### config.mk
export PLATFORM = sky130hd
export DESIGN_NAME = flash_cmd_ctrl
export DESIGN_NICKNAME = d
export VERILOG_FILES = /design/src/rtl/fcmd_pkg.sv /design/src/rtl/fcmd_timer.sv /design/src/rtl/fcmd_lockbits.sv /design/src/rtl/flash_cmd_ctrl.sv
export SDC_FILE = /design/constraint.sdc
export NUM_CORES = 1
export LEC_CHECK = 0
export BUFFER_PORTS_ARGS = -buffer_cell sky130_fd_sc_hd__clkbuf_2
export CORE_MARGIN = 4
export CORE_UTILIZATION = 54
export CTS_CLUSTER_DIAMETER = 60
export CTS_CLUSTER_SIZE = 20
export DETAILED_ROUTE_END_ITERATION = 10
export PLACE_DENSITY_LB_ADDON = 0.1
export SLEW_MARGIN = 40
export SYNTH_ARGS = -nofsm -noshare
export SYNTH_HDL_FRONTEND = slang
export SYNTH_SLANG_ARGS = --single-unit
### constraint.sdc
create_clock -name clk -period 1.8 [get_ports clk]
set_input_delay 0.36 -clock clk [delete_from_list [all_inputs] [get_ports clk]]
set_output_delay 0.36 -clock clk [all_outputs]
set_load 0.05 [all_outputs]
### src/rtl/fcmd_pkg.sv
package fcmd_pkg;
  localparam logic [7:0] OP_ERASE   = 8'h20;
  localparam logic [7:0] OP_PROG    = 8'h40;
  localparam logic [7:0] OP_LKSETUP = 8'h60;
  localparam logic [7:0] OP_CONFIRM = 8'hD0;
  localparam logic [7:0] OP_SUSPEND = 8'hB0;
  localparam logic [7:0] OP_CLRSR   = 8'h50;
  localparam logic [7:0] OP_LOCK    = 8'h01;
  localparam logic [7:0] OP_LOCKDN  = 8'h2F;

  typedef enum logic [3:0] {
    ST_IDLE, ST_ERS_SET, ST_PRG_SET, ST_LCK_SET,
    ST_ERASE, ST_PROG, ST_SWAIT, ST_ESUSP, ST_PSUSP
  } st_e;

  typedef enum logic [1:0] {LK_NONE, LK_LOCK, LK_UNLOCK, LK_DOWN} lkop_e;
endpackage

### src/rtl/fcmd_timer.sv
module fcmd_timer #(
  parameter int W = 8
) (
  input  logic         clk,
  input  logic         rst_n,
  input  logic         load,
  input  logic [W-1:0] val,
  input  logic         run,
  output logic         done
);
  logic [W-1:0] cnt;

  always_ff @(posedge clk or negedge rst_n) begin
    if (!rst_n)                 cnt <= '0;
    else if (load)              cnt <= val;
    else if (run && cnt != '0)  cnt <= cnt - 1'b1;
  end

  assign done = run && (cnt == W'(1));
endmodule

### src/rtl/fcmd_lockbits.sv
module fcmd_lockbits
  import fcmd_pkg::*;
#(
  parameter int NBLK  = 8,
  parameter int BLK_W = 3
) (
  input  logic             clk,
  input  logic             rst_n,
  input  lkop_e            op,
  input  logic [BLK_W-1:0] op_blk,
  output logic [NBLK-1:0]  lk_on,
  output logic [NBLK-1:0]  lk_dn
);
  for (genvar g = 0; g < NBLK; g++) begin : g_blk
    always_ff @(posedge clk or negedge rst_n) begin
      if (!rst_n) begin
        lk_on[g] <= 1'b1;
        lk_dn[g] <= 1'b0;
      end else if (op_blk == BLK_W'(g)) begin
        case (op)
          LK_LOCK:   lk_on[g] <= 1'b1;
          LK_DOWN:   begin lk_on[g] <= 1'b1; lk_dn[g] <= 1'b1; end
          LK_UNLOCK: if (!lk_dn[g]) lk_on[g] <= 1'b0;
          default:   ;
        endcase
      end
    end
  end
endmodule

### src/rtl/flash_cmd_ctrl.sv
module flash_cmd_ctrl
  import fcmd_pkg::*;
#(
  parameter int NBLK    = 8,
  parameter int ERS_CYC = 20,
  parameter int PRG_CYC = 6,
  parameter int SUS_LAT = 3,
  localparam int BLK_W  = (NBLK > 1) ? $clog2(NBLK) : 1,
  localparam int CNT_W  = $clog2(ERS_CYC + PRG_CYC + SUS_LAT + 1)
) (
  input  logic             clk,
  input  logic             rst_n,
  input  logic             cmd_valid,
  output logic             cmd_ready,
  input  logic [7:0]       cmd_data,
  input  logic [BLK_W-1:0] cmd_blk,
  output logic [7:0]       status,
  input  logic [BLK_W-1:0] rd_blk,
  output logic [1:0]       rd_lock
);
  st_e st, st_n;
  logic ers_act, prg_act, ers_sus, prg_sus;
  logic err_e, err_p, err_l;
  logic [BLK_W-1:0] ers_blk;
  logic [NBLK-1:0] lk_on, lk_dn;
  logic fire, cur_on, ready;
  logic ers_ld, prg_ld, sus_ld, ers_done, prg_done, sus_done;
  logic set_e, set_p, set_l, clr_err;
  lkop_e lkop;

  assign fire      = cmd_valid && cmd_ready;
  assign cmd_ready = (st != ST_SWAIT);
  assign cur_on    = lk_on[cmd_blk];
  assign rd_lock   = {lk_dn[rd_blk], lk_on[rd_blk]};
  assign ready     = !(st == ST_ERASE || st == ST_PROG || st == ST_SWAIT);
  assign status    = {ready, ers_sus, err_e, err_p, 1'b0, prg_sus, err_l, 1'b0};

  fcmd_lockbits #(.NBLK(NBLK), .BLK_W(BLK_W)) u_lock (
    .clk(clk), .rst_n(rst_n), .op(lkop), .op_blk(cmd_blk),
    .lk_on(lk_on), .lk_dn(lk_dn));

  fcmd_timer #(.W(CNT_W)) u_ers_t (
    .clk(clk), .rst_n(rst_n), .load(ers_ld), .val(CNT_W'(ERS_CYC)),
    .run(st == ST_ERASE), .done(ers_done));
  fcmd_timer #(.W(CNT_W)) u_prg_t (
    .clk(clk), .rst_n(rst_n), .load(prg_ld), .val(CNT_W'(PRG_CYC)),
    .run(st == ST_PROG), .done(prg_done));
  fcmd_timer #(.W(CNT_W)) u_sus_t (
    .clk(clk), .rst_n(rst_n), .load(sus_ld), .val(CNT_W'(SUS_LAT)),
    .run(st == ST_SWAIT), .done(sus_done));

  always_comb begin
    st_n = st; lkop = LK_NONE;
    ers_ld = 1'b0; prg_ld = 1'b0; sus_ld = 1'b0;
    set_e = 1'b0; set_p = 1'b0; set_l = 1'b0; clr_err = 1'b0;
    case (st)
      ST_IDLE, ST_ESUSP: if (fire) begin
        case (cmd_data)
          OP_ERASE:   if (st == ST_IDLE) st_n = ST_ERS_SET;
          OP_CONFIRM: if (st == ST_ESUSP) st_n = ST_ERASE;
          OP_PROG:    st_n = ST_PRG_SET;
          OP_LKSETUP: st_n = ST_LCK_SET;
          OP_CLRSR:   clr_err = 1'b1;
          default:    ;
        endcase
      end
      ST_ERS_SET: if (fire) begin
        st_n = ST_IDLE;
        if (cmd_data != OP_CONFIRM) begin set_e = 1'b1; set_p = 1'b1; end
        else if (cur_on)            begin set_e = 1'b1; set_l = 1'b1; end
        else                        begin ers_ld = 1'b1; st_n = ST_ERASE; end
      end
      ST_PRG_SET: if (fire) begin
        st_n = ers_act ? ST_ESUSP : ST_IDLE;
        if (cur_on)                             begin set_p = 1'b1; set_l = 1'b1; end
        else if (ers_act && cmd_blk == ers_blk) set_p = 1'b1;
        else                                    begin prg_ld = 1'b1; st_n = ST_PROG; end
      end
      ST_LCK_SET: if (fire) begin
        st_n = ers_act ? ST_ESUSP : ST_IDLE;
        case (cmd_data)
          OP_LOCK:    lkop = LK_LOCK;
          OP_CONFIRM: lkop = LK_UNLOCK;
          OP_LOCKDN:  lkop = LK_DOWN;
          default:    begin set_e = 1'b1; set_p = 1'b1; end
        endcase
      end
      ST_ERASE:
        if (ers_done) st_n = ST_IDLE;
        else if (fire && cmd_data == OP_SUSPEND) begin sus_ld = 1'b1; st_n = ST_SWAIT; end
      ST_PROG:
        if (prg_done) st_n = ers_act ? ST_ESUSP : ST_IDLE;
        else if (fire && cmd_data == OP_SUSPEND) begin sus_ld = 1'b1; st_n = ST_SWAIT; end
      ST_SWAIT:
        if (sus_done) st_n = prg_act ? ST_PSUSP : ST_ESUSP;
      ST_PSUSP:
        if (fire && cmd_data == OP_CONFIRM) st_n = ST_PROG;
      default: st_n = ST_IDLE;
    endcase
  end

  always_ff @(posedge clk or negedge rst_n) begin
    if (!rst_n) begin
      st <= ST_IDLE;
      ers_act <= 1'b0; prg_act <= 1'b0; ers_sus <= 1'b0; prg_sus <= 1'b0;
      err_e <= 1'b0; err_p <= 1'b0; err_l <= 1'b0;
      ers_blk <= '0;
    end else begin
      st <= st_n;
      if (ers_ld) begin ers_act <= 1'b1; ers_blk <= cmd_blk; end
      else if (ers_done) ers_act <= 1'b0;
      if (prg_ld) prg_act <= 1'b1;
      else if (prg_done) prg_act <= 1'b0;
      if (st == ST_SWAIT && st_n == ST_ESUSP) ers_sus <= 1'b1;
      else if (st == ST_ESUSP && st_n == ST_ERASE) ers_sus <= 1'b0;
      if (st == ST_SWAIT && st_n == ST_PSUSP) prg_sus <= 1'b1;
      else if (st == ST_PSUSP && st_n == ST_PROG) prg_sus <= 1'b0;
      if (clr_err) begin err_e <= 1'b0; err_p <= 1'b0; err_l <= 1'b0; end
      else begin
        if (set_e) err_e <= 1'b1;
        if (set_p) err_p <= 1'b1;
        if (set_l) err_l <= 1'b1;
      end
    end
  end
endmodule

==> run_results.csv, run 1 <==
group,metric,value,unit
run_status,status,"complete, but fails checks",
run_status,violations,"negative setup slack",
logic_synthesis,synth_seq_cells,45,
grt,grt_max_degree,46,
clocking,cts_sinks,45,
final_layout,fin_util,73.27,%
critical_path,end_kind,"output pin",
logic_synthesis,synth-xor-area-share,4.434,%
sta,hold_viol,0,
floorplanning,rows,26,
place,place.gp.congestion,0.8505,
clocking,root_buffer,"clkbuf_8",
sta,setup_violations,6,
drt,vias_per_cell,5.818,
power_and_ir_drop,ir_worst_vdd,0.5987,mV
grt,grt_use_total,23.47,%
clocking,cts.path.max_buffers,2,
clocking,cts_made_buffers,5,
sta,fmax,0.4999,GHz
drt,vias,2618,
hold_path,hp-class,"input pin to asynchronous set/reset pin",
logic_synthesis,syn_inst,305,
critical_path,critPathRequiredTime,1.44,ns
logic_synthesis,synth_top_area_share,31.25,%
drt,drt_wl_total,7386,um
sta,hold_ws,0.1490,ns
sta,fin_tns_setup,-0.5687,ns
run,drv_cap,0,
floorplanning,start_util,56.92,%
final_layout,nFillCells,392,
clocking,ctsHoldBuffers,0,
grt,antenna_found_initial,0,
power_and_ir_drop,cellPowerDensity,793.8,mW/mm^2
critical_path,path_buf_inv,1,
logic_synthesis,synth_top_family_by_area,"simple AND/OR/NAND/NOR gates",
final_layout,area_growth_syn_to_layout,28.72,%
sta,rsz0062_at_grt,"yes",
logic_synthesis,muxShareOfSynthArea,8.361,%
logic_synthesis,async_flop_share,100.0,%
final_layout,regArea,0.001139,sq mm
critical_path,cp_top_family,"multiplexers",
place,hpwl,5204,um
grt,overflow,0,
critical_path,arrival,1.64,ns
final_layout,diodes,0,
logic_synthesis,ys_top_cells_by_area,"dfrtp_1 31%, dfstp_2 7.1%, mux4_2 6.1%, ha_1 3.8%, nand2_1 3.3%",
critical_path,path_max_fanout,2,
logic_synthesis,ys_seq_area_share,38.34,%
clocking,clk-insertion-delay-late,0.30,ns
floorplanning,fp.dieH,82.07,um
sta,finalWorstSetupSlack,-0.2004,ns
grt,grt_pass1_vias,2580,
power_and_ir_drop,leakagePower,1.678,nW
grt,grt_pass1_wl,12200,um
critical_path,worstPathCellList,"mux4_2 > mux2_4 > buf_8",
critical_path,ff2ff_path_depth,6,
sta,worst_pin_slew,0.5925,ns
clocking,path_clk_slew,0.08,ns
drt,wire_per_inst,16.41,um
floorplanning,fp.dieW,82.07,um
critical_path,slowest_stage,"mux4_2",
logic_synthesis,synth_ff_type,"dfrtp_1",
sta,fin_crit_sh,111.1,%
logic_synthesis,synth-adder-area-share,3.801,%
logic_synthesis,yosys.area_share.simple,21.11,%
critical_path,worst-setup-path-type,"register to output pin",
logic_synthesis,syn-cell-area,0.002963,sq mm
drt,drc_errors,0,
final_layout,layout-drive-gt1-share,40.26,%
place,port_buffers,25,
drt,drtPass1Iterations,4,
logic_synthesis,yosysUniqueCellTypes,64,
drt,initialDrtViolationCount,98,
logic_synthesis,synth_area_per_cell,9.714,sq um
final_layout,multi_input_area,0.001770,sq mm
logic_synthesis,yosysWarnings,0,
floorplanning,die_area,0.006735,sq mm
floorplanning,core_area,0.005205,sq mm
logic_synthesis,synth_edf_count,0,
sta,period_minus_slack,2.000,ns
sta,maxSlewViolCount,0,
final_layout,layout.nets,405,
logic_synthesis,yosys.area.top_type,"dfrtp_1",
logic_synthesis,synth_compound_area_share,17.40,%
critical_path,startpoint_type,"register",
sta,skew,0.008209,ns
sta,relSlewSlack,60.50,%
clocking,htree_levels,2,
floorplanning,ioPinCount,28,
clocking,cts_tree,"done",
critical_path,timing.critical_path.slowest_cell_delay,0.49,ns
critical_path,worst-path-stages,3,
drt,ant_nets,0,
-- per-stage QoR --
stage / cells / cell area (sq um) / power, mW / setup WS, ns
after floorplan: 306 / 2984 / 2.007 / -0.1035
after global placement: 428 / 3417 / 2.289 / -0.1040
after detailed placement: 428 / 3417 / 2.306 / -0.1711
after CTS: 446 / 3650 / 2.975 / -0.2028
after global routing: 450 / 3814 / 3.223 / -0.2434
final: 450 / 3814 / 3.027 / -0.2004
-- synthesized netlist by cell type, types with 2 or more instances --
cell type and count:
o21ai_0 17, inv_1 16, xor2_1 7, nand2b_1 4, buf_6 2, mux2_1 2
o31ai_1 12, mux2_2 2, a31oi_2 2, o31a_1 2, dfstp_2 8, dfrtp_1 37
a2bb2oi_1 2, nor2b_1 3, nand4b_1 2, and3_1 6, mux4_2 8, nor3_1 7
o21a_1 2, ha_1 9, nand2_1 26, o21ai_1 4, xnor2_1 8, nand4_1 5
nand3_1 13, clkbuf_1 7, a21oi_1 7, a21o_1 2, and4b_1 2, buf_4 9
a31oi_1 3, nor2_1 26, nand3_2 2, nor4_2 2, or2_2 2, o211ai_1 2
o21bai_2 4, a211oi_2 2, and2_1 3, buf_2 2
-- power by group --
| group | switching (mW) | internal [mW] |
|---|---|---|
| sequential | 0.142 | 1.14 |
| combinational | 0.608 | 0.494 |
| clock | 0.327 | 0.313 |
| total | 1.08 | 1.95 |
-- what timing repair did --
action / CTS / global route
endpoints found under the setup margin: 9 / 31
gates resized for setup: 16 / 34
pin swaps: 0 / 12
buffers inserted: 10 / 4
-- logic make-up after synthesis --
group                      after synthesis
adders and majority gates                9
xor gates and xnor gates                15
buffers and inverters                   37
other                                    1
muxes                                   13
DFF                                     45
AOI/OAI and AO/OA                       71
and+or+nand+nor                        114
-- area by class of cell --
cell class                      instances  share of cell area [%]
Multi-Input combinational cell        224                   46.42
Timing Repair Buffer                   87                   17.49
Sequential cell                        45                   29.86
Clock buffer                            8                   2.362
Tap cell                               70                   2.297
Inverter                               16                   1.575
-- final timing paths --
kind                                        startpoint                endpoint  slack (ns)
setup reg to reg           u_lock.lk_on[3]$_DFFE_PN1P_  ers_blk[1]$_DFFE_PN0P_       -0.08
hold reg to reg                    prg_sus$_DFFE_PN0P_     prg_sus$_DFFE_PN0P_        0.48
setup / recovery           u_lock.lk_dn[1]$_DFFE_PN0P_              rd_lock[1]       -0.20
hold / removal                                   rst_n     ers_sus$_DFFE_PN0P_        0.15
min in group clk                   prg_sus$_DFFE_PN0P_     prg_sus$_DFFE_PN0P_        0.48
max in group asynchronous                        rst_n         st[2]$_DFF_PN0_        1.23
-- flip-flops by register name, indices dropped and copies added (netlist names) --
| signal | cells |
|---|---|
| err_p | 1 |
| prg_act | 1 |
| u_lock.lk_on | 8 |
| u_prg_t.cnt | 5 |
| u_ers_t.cnt | 5 |
| err_e | 1 |
| err_l | 1 |
| ers_sus | 1 |
| st | 4 |
| u_sus_t.cnt | 5 |
| prg_sus | 1 |
| ers_blk | 3 |
| ers_act | 1 |
| u_lock.lk_dn | 8 |
-- per-layer routing --
layer | vias up | wire, um | global-route usage (%)
li1 | 1241 | - | -
met4 | 0 | 186 | 7.475
met2 | 70 | 3723 | 40.71
met1 | 1288 | 3164 | 29.83
met5 | - | 0 | 0
met3 | 19 | 311 | 3.728
-- cells in the final DEF, fill, tap and decap left out, drive strengths merged, types with 3 or more instances in the layout --
cell,Yosys,final
nor3,7,7
nand4,5,5
nand2b,4,4
dfstp,8,8
mux4,8,8
inv,16,16
xor2,7,7
nand2,26,26
or2,3,3
o21ai,21,21
a31oi,5,5
nand3,15,15
and2,3,3
and3,6,6
xnor2,8,8
a211oi,3,3
clkbuf,7,31
a21oi,8,8
o31ai,12,12
nor2b,3,3
ha,9,9
mux2,4,4
o21bai,4,4
dfrtp,37,37
nor2,27,27
buf,14,64
Note: power is estimated with default switching activity, not from simulation.
==> run 2, diff against run 1 <==
--- a/config.mk
+++ b/config.mk
@@ -6,4 +6,5 @@
 export NUM_CORES = 1
 export LEC_CHECK = 0
+export ABC_AREA = 1
 export BUFFER_PORTS_ARGS = -buffer_cell sky130_fd_sc_hd__clkbuf_2
 export CORE_MARGIN = 4
==> constraint.sdc (replaced) <==
create_clock -name clk -period 1.8 [get_ports clk]
set_input_delay 0.18 -clock clk [delete_from_list [all_inputs] [get_ports clk]]
set_output_delay 0.18 -clock clk [all_outputs]
set_load 0.05 [all_outputs]
==> run_results.csv, run 2 <==
group,metric,value,unit
power_and_ir_drop,sw_frac_of_total,46.79,%
clocking,htree_levels,2,
logic_synthesis,synth_edf_count,0,
sta,worst_pin_slew,0.5920,ns
clocking,cts_tree,"done",
logic_synthesis,yosys.area.top_type,"dfrtp_1",
logic_synthesis,synth_ff_type,"dfrtp_1",
place,port_buffers,25,
logic_synthesis,ys_top_cells_by_area,"dfrtp_1 30%, nand2_1 8.8%, inv_1 7.8%, dfstp_2 6.8%, o21ai_0 5.4%",
critical_path,end_kind,"output pin",
power_and_ir_drop,combPwrFrac,51.8,%
sta,relSlewSlack,60.53,%
power_and_ir_drop,cellPowerDensity,1245,mW/mm^2
power_and_ir_drop,ir_worst_vdd,1.014,mV
final_layout,area_growth_syn_to_layout,17.24,%
final_layout,largestRegisters,"u_lock.lk_dn x8, u_lock.lk_on x8",
drt,drt_wl_total,7121,um
grt,grt_pass1_wl,11810,um
place,place.gp.congestion,0.8988,
drt,wire_per_inst,13.44,um
logic_synthesis,async_flop_share,100.0,%
logic_synthesis,syn_inst,411,
final_layout,final_common_cell,"nand2_1",
run_status,status,"completed",
power_and_ir_drop,p_clk_share,14.2,%
final_layout,layout.nets,483,
sta,period_minus_slack,1.767,ns
logic_synthesis,yosysMostFrequentCell,"nand2_1",
power_and_ir_drop,intPower,2.383,mW
critical_path,worstPathCellList,"inv_4 > nor2_8 > nand3_4 > buf_4 > buf_4 > clkbuf_2",
grt,grt_max_degree,46,
logic_synthesis,yosysWarnings,0,
critical_path,critPathRequiredTime,1.62,ns
clocking,clk-insertion-delay-late,0.31,ns
clocking,cts_sinks,45,
floorplanning,fp.dieW,83.39,um
critical_path,cpMostUsedCell,"buf_4",
drt,drc_errors,0,
place,hpwl,5151,um
logic_synthesis,synth_seq_cells,45,
sta,fin_crit_sh,98.16,%
floorplanning,rows,27,
sta,rsz0062_at_grt,"yes",
drt,vias,2884,
drt,drtPass1Iterations,5,
drt,initialDrtViolationCount,223,
final_layout,diodes,0,
hold_path,hp-class,"input pin to register",
sta,fin_tns_setup,0,ns
logic_synthesis,synth_common_cells,"72 x nand2_1, 64 x inv_1, 39 x nor2_1, 37 x dfrtp_1, 33 x o21ai_0",
floorplanning,ioPinCount,28,
sta,skew,0.009015,ns
clocking,root_buffer,"clkbuf_8",
grt,grt_use_total,20.38,%
clocking,cts.path.max_buffers,2,
grt,grt_pass1_vias,2622,
grt,antenna_found_initial,0,
floorplanning,start_util,55.74,%
sta,hold_viol,0,
critical_path,worst-setup-path-type,"register to output pin",
final_layout,most-common-layout-cells,"71 x nand2_1, 63 x inv_1, 36 x nor2_1",
sta,fmax,0.5660,GHz
power_and_ir_drop,leakagePower,1.757,nW
drt,vias_per_cell,5.442,
floorplanning,core_area,0.005507,sq mm
critical_path,timing.critical_path.slowest_cell_delay,0.42,ns
grt,overflow,0,
power_and_ir_drop,seqPwrFrac,34.0,%
sta,setup_violations,0,
clocking,cts_made_buffers,5,
power_and_ir_drop,switching_power,2.096,mW
logic_synthesis,yosysUniqueCellTypes,41,
logic_synthesis,ys_seq_area_share,37.02,%
critical_path,startpoint_type,"register",
critical_path,path_max_fanout,4,
floorplanning,fp.dieH,83.39,um
place,place_area,0.003289,sq mm
clocking,path_clk_slew,0.09,ns
drt,ant_nets,0,
floorplanning,die_area,0.006954,sq mm
critical_path,arrival,1.59,ns
final_layout,layout-drive-gt1-share,28.17,%
sta,maxSlewViolCount,0,
run,drv_cap,0,
logic_synthesis,synth_top_area_share,30.17,%
critical_path,slowest_stage,"dfrtp_2",
logic_synthesis,synth_area_per_cell,7.468,sq um
logic_synthesis,syn-cell-area,0.003069,sq mm
final_layout,finish.instance_area,0.003598,sq mm
[run 2: stage by stage]
stage	utilization [%]	power, mW	hold WS (ns)	setup slack, ns	std cells
after floorplan	-	3.026	-0.1156	0.001604	412
after global placement	59.74	3.393	0.2999	0.03427	507
after detailed placement	59.74	3.415	0.3044	-0.07619	507
after CTS	61.85	4.095	0.2141	0.001511	517
after global routing	65.35	4.819	0.2497	-0.1016	530
final	65.35	4.478	0.2239	0.03314	530
[run 2: worst paths after layout]
check / endpoint / depth (start not counted) / startpoint / slack [ns]
min reg2reg: u_ers_t.cnt[4]$_DFFE_PN0P_ / 1 / u_ers_t.cnt[4]$_DFFE_PN0P_ / 0.48
min: u_lock.lk_dn[1]$_DFFE_PN0P_ / 2 / cmd_blk[2] / 0.22
min in group asynchronous: u_lock.lk_dn[2]$_DFFE_PN0P_ / 3 / rst_n / 0.50
max reg2reg: ers_sus$_DFFE_PN0P_ / 13 / st[2]$_DFF_PN0_ / 0.05
max: cmd_ready / 6 / st[2]$_DFF_PN0_ / 0.03
max in group asynchronous: st[0]$_DFF_PN0_ / 3 / rst_n / 0.87
[run 2: worst max-delay path: cells and delay by family (launching register included)]
family	cells	cell delay (ns)
buffers and inverters	4	0.58
DFF	1	0.42
and+or+nand+nor	2	0.27
[run 2: power by group through the flow]
stage          sequential (mW)  combinational, mW  clock (mW)
3_5_place_dp              1.49               1.92           0
4_1_cts                   1.48               1.96       0.653
2_1_floorplan             1.45               1.58           0
3_3_place_gp              1.49               1.91           0
6_report                  1.52               2.32       0.636
5_1_grt                   1.55               2.58       0.686
[run 2: cells by family after synthesis]
group	Yosys count	synth area share, %
and+or+nand+nor	184	30.82
buffers and inverters	86	11.54
AOI/OAI and AO/OA	80	15.12
DFF	45	37.02
adders and majority gates	9	3.669
xor gates and xnor gates	6	1.712
other	1	0.1222
[run 2: layer usage]
metal  global-route usage [%]  vias up  routed length (um)
met5                        0        -                   0
met4                    6.835        0                 167
li1                         -     1418                   -
met1                    28.80     1353                3310
met3                    3.472       19                 360
met2                    31.56       94                3282
[run 2: timing repair]
action,4_1_cts,5_1_grt
gates resized for setup,5,29
pin swaps,1,10
hold buffers,1,0
buffers inserted,1,13
endpoints found under the hold margin,37,0
endpoints found under the setup margin,2,21
[run 2: final cells by class]
class / count / area, sq um
Fill cell: 473 / 1908
Sequential cell: 45 / 1141
Multi-Input combinational cell: 281 / 1684
Clock buffer: 5 / 68.82
Timing Repair Buffer: 49 / 310.3
Inverter: 75 / 286.5
Tap cell: 72 / 90.09
Clock inverter: 3 / 17.52
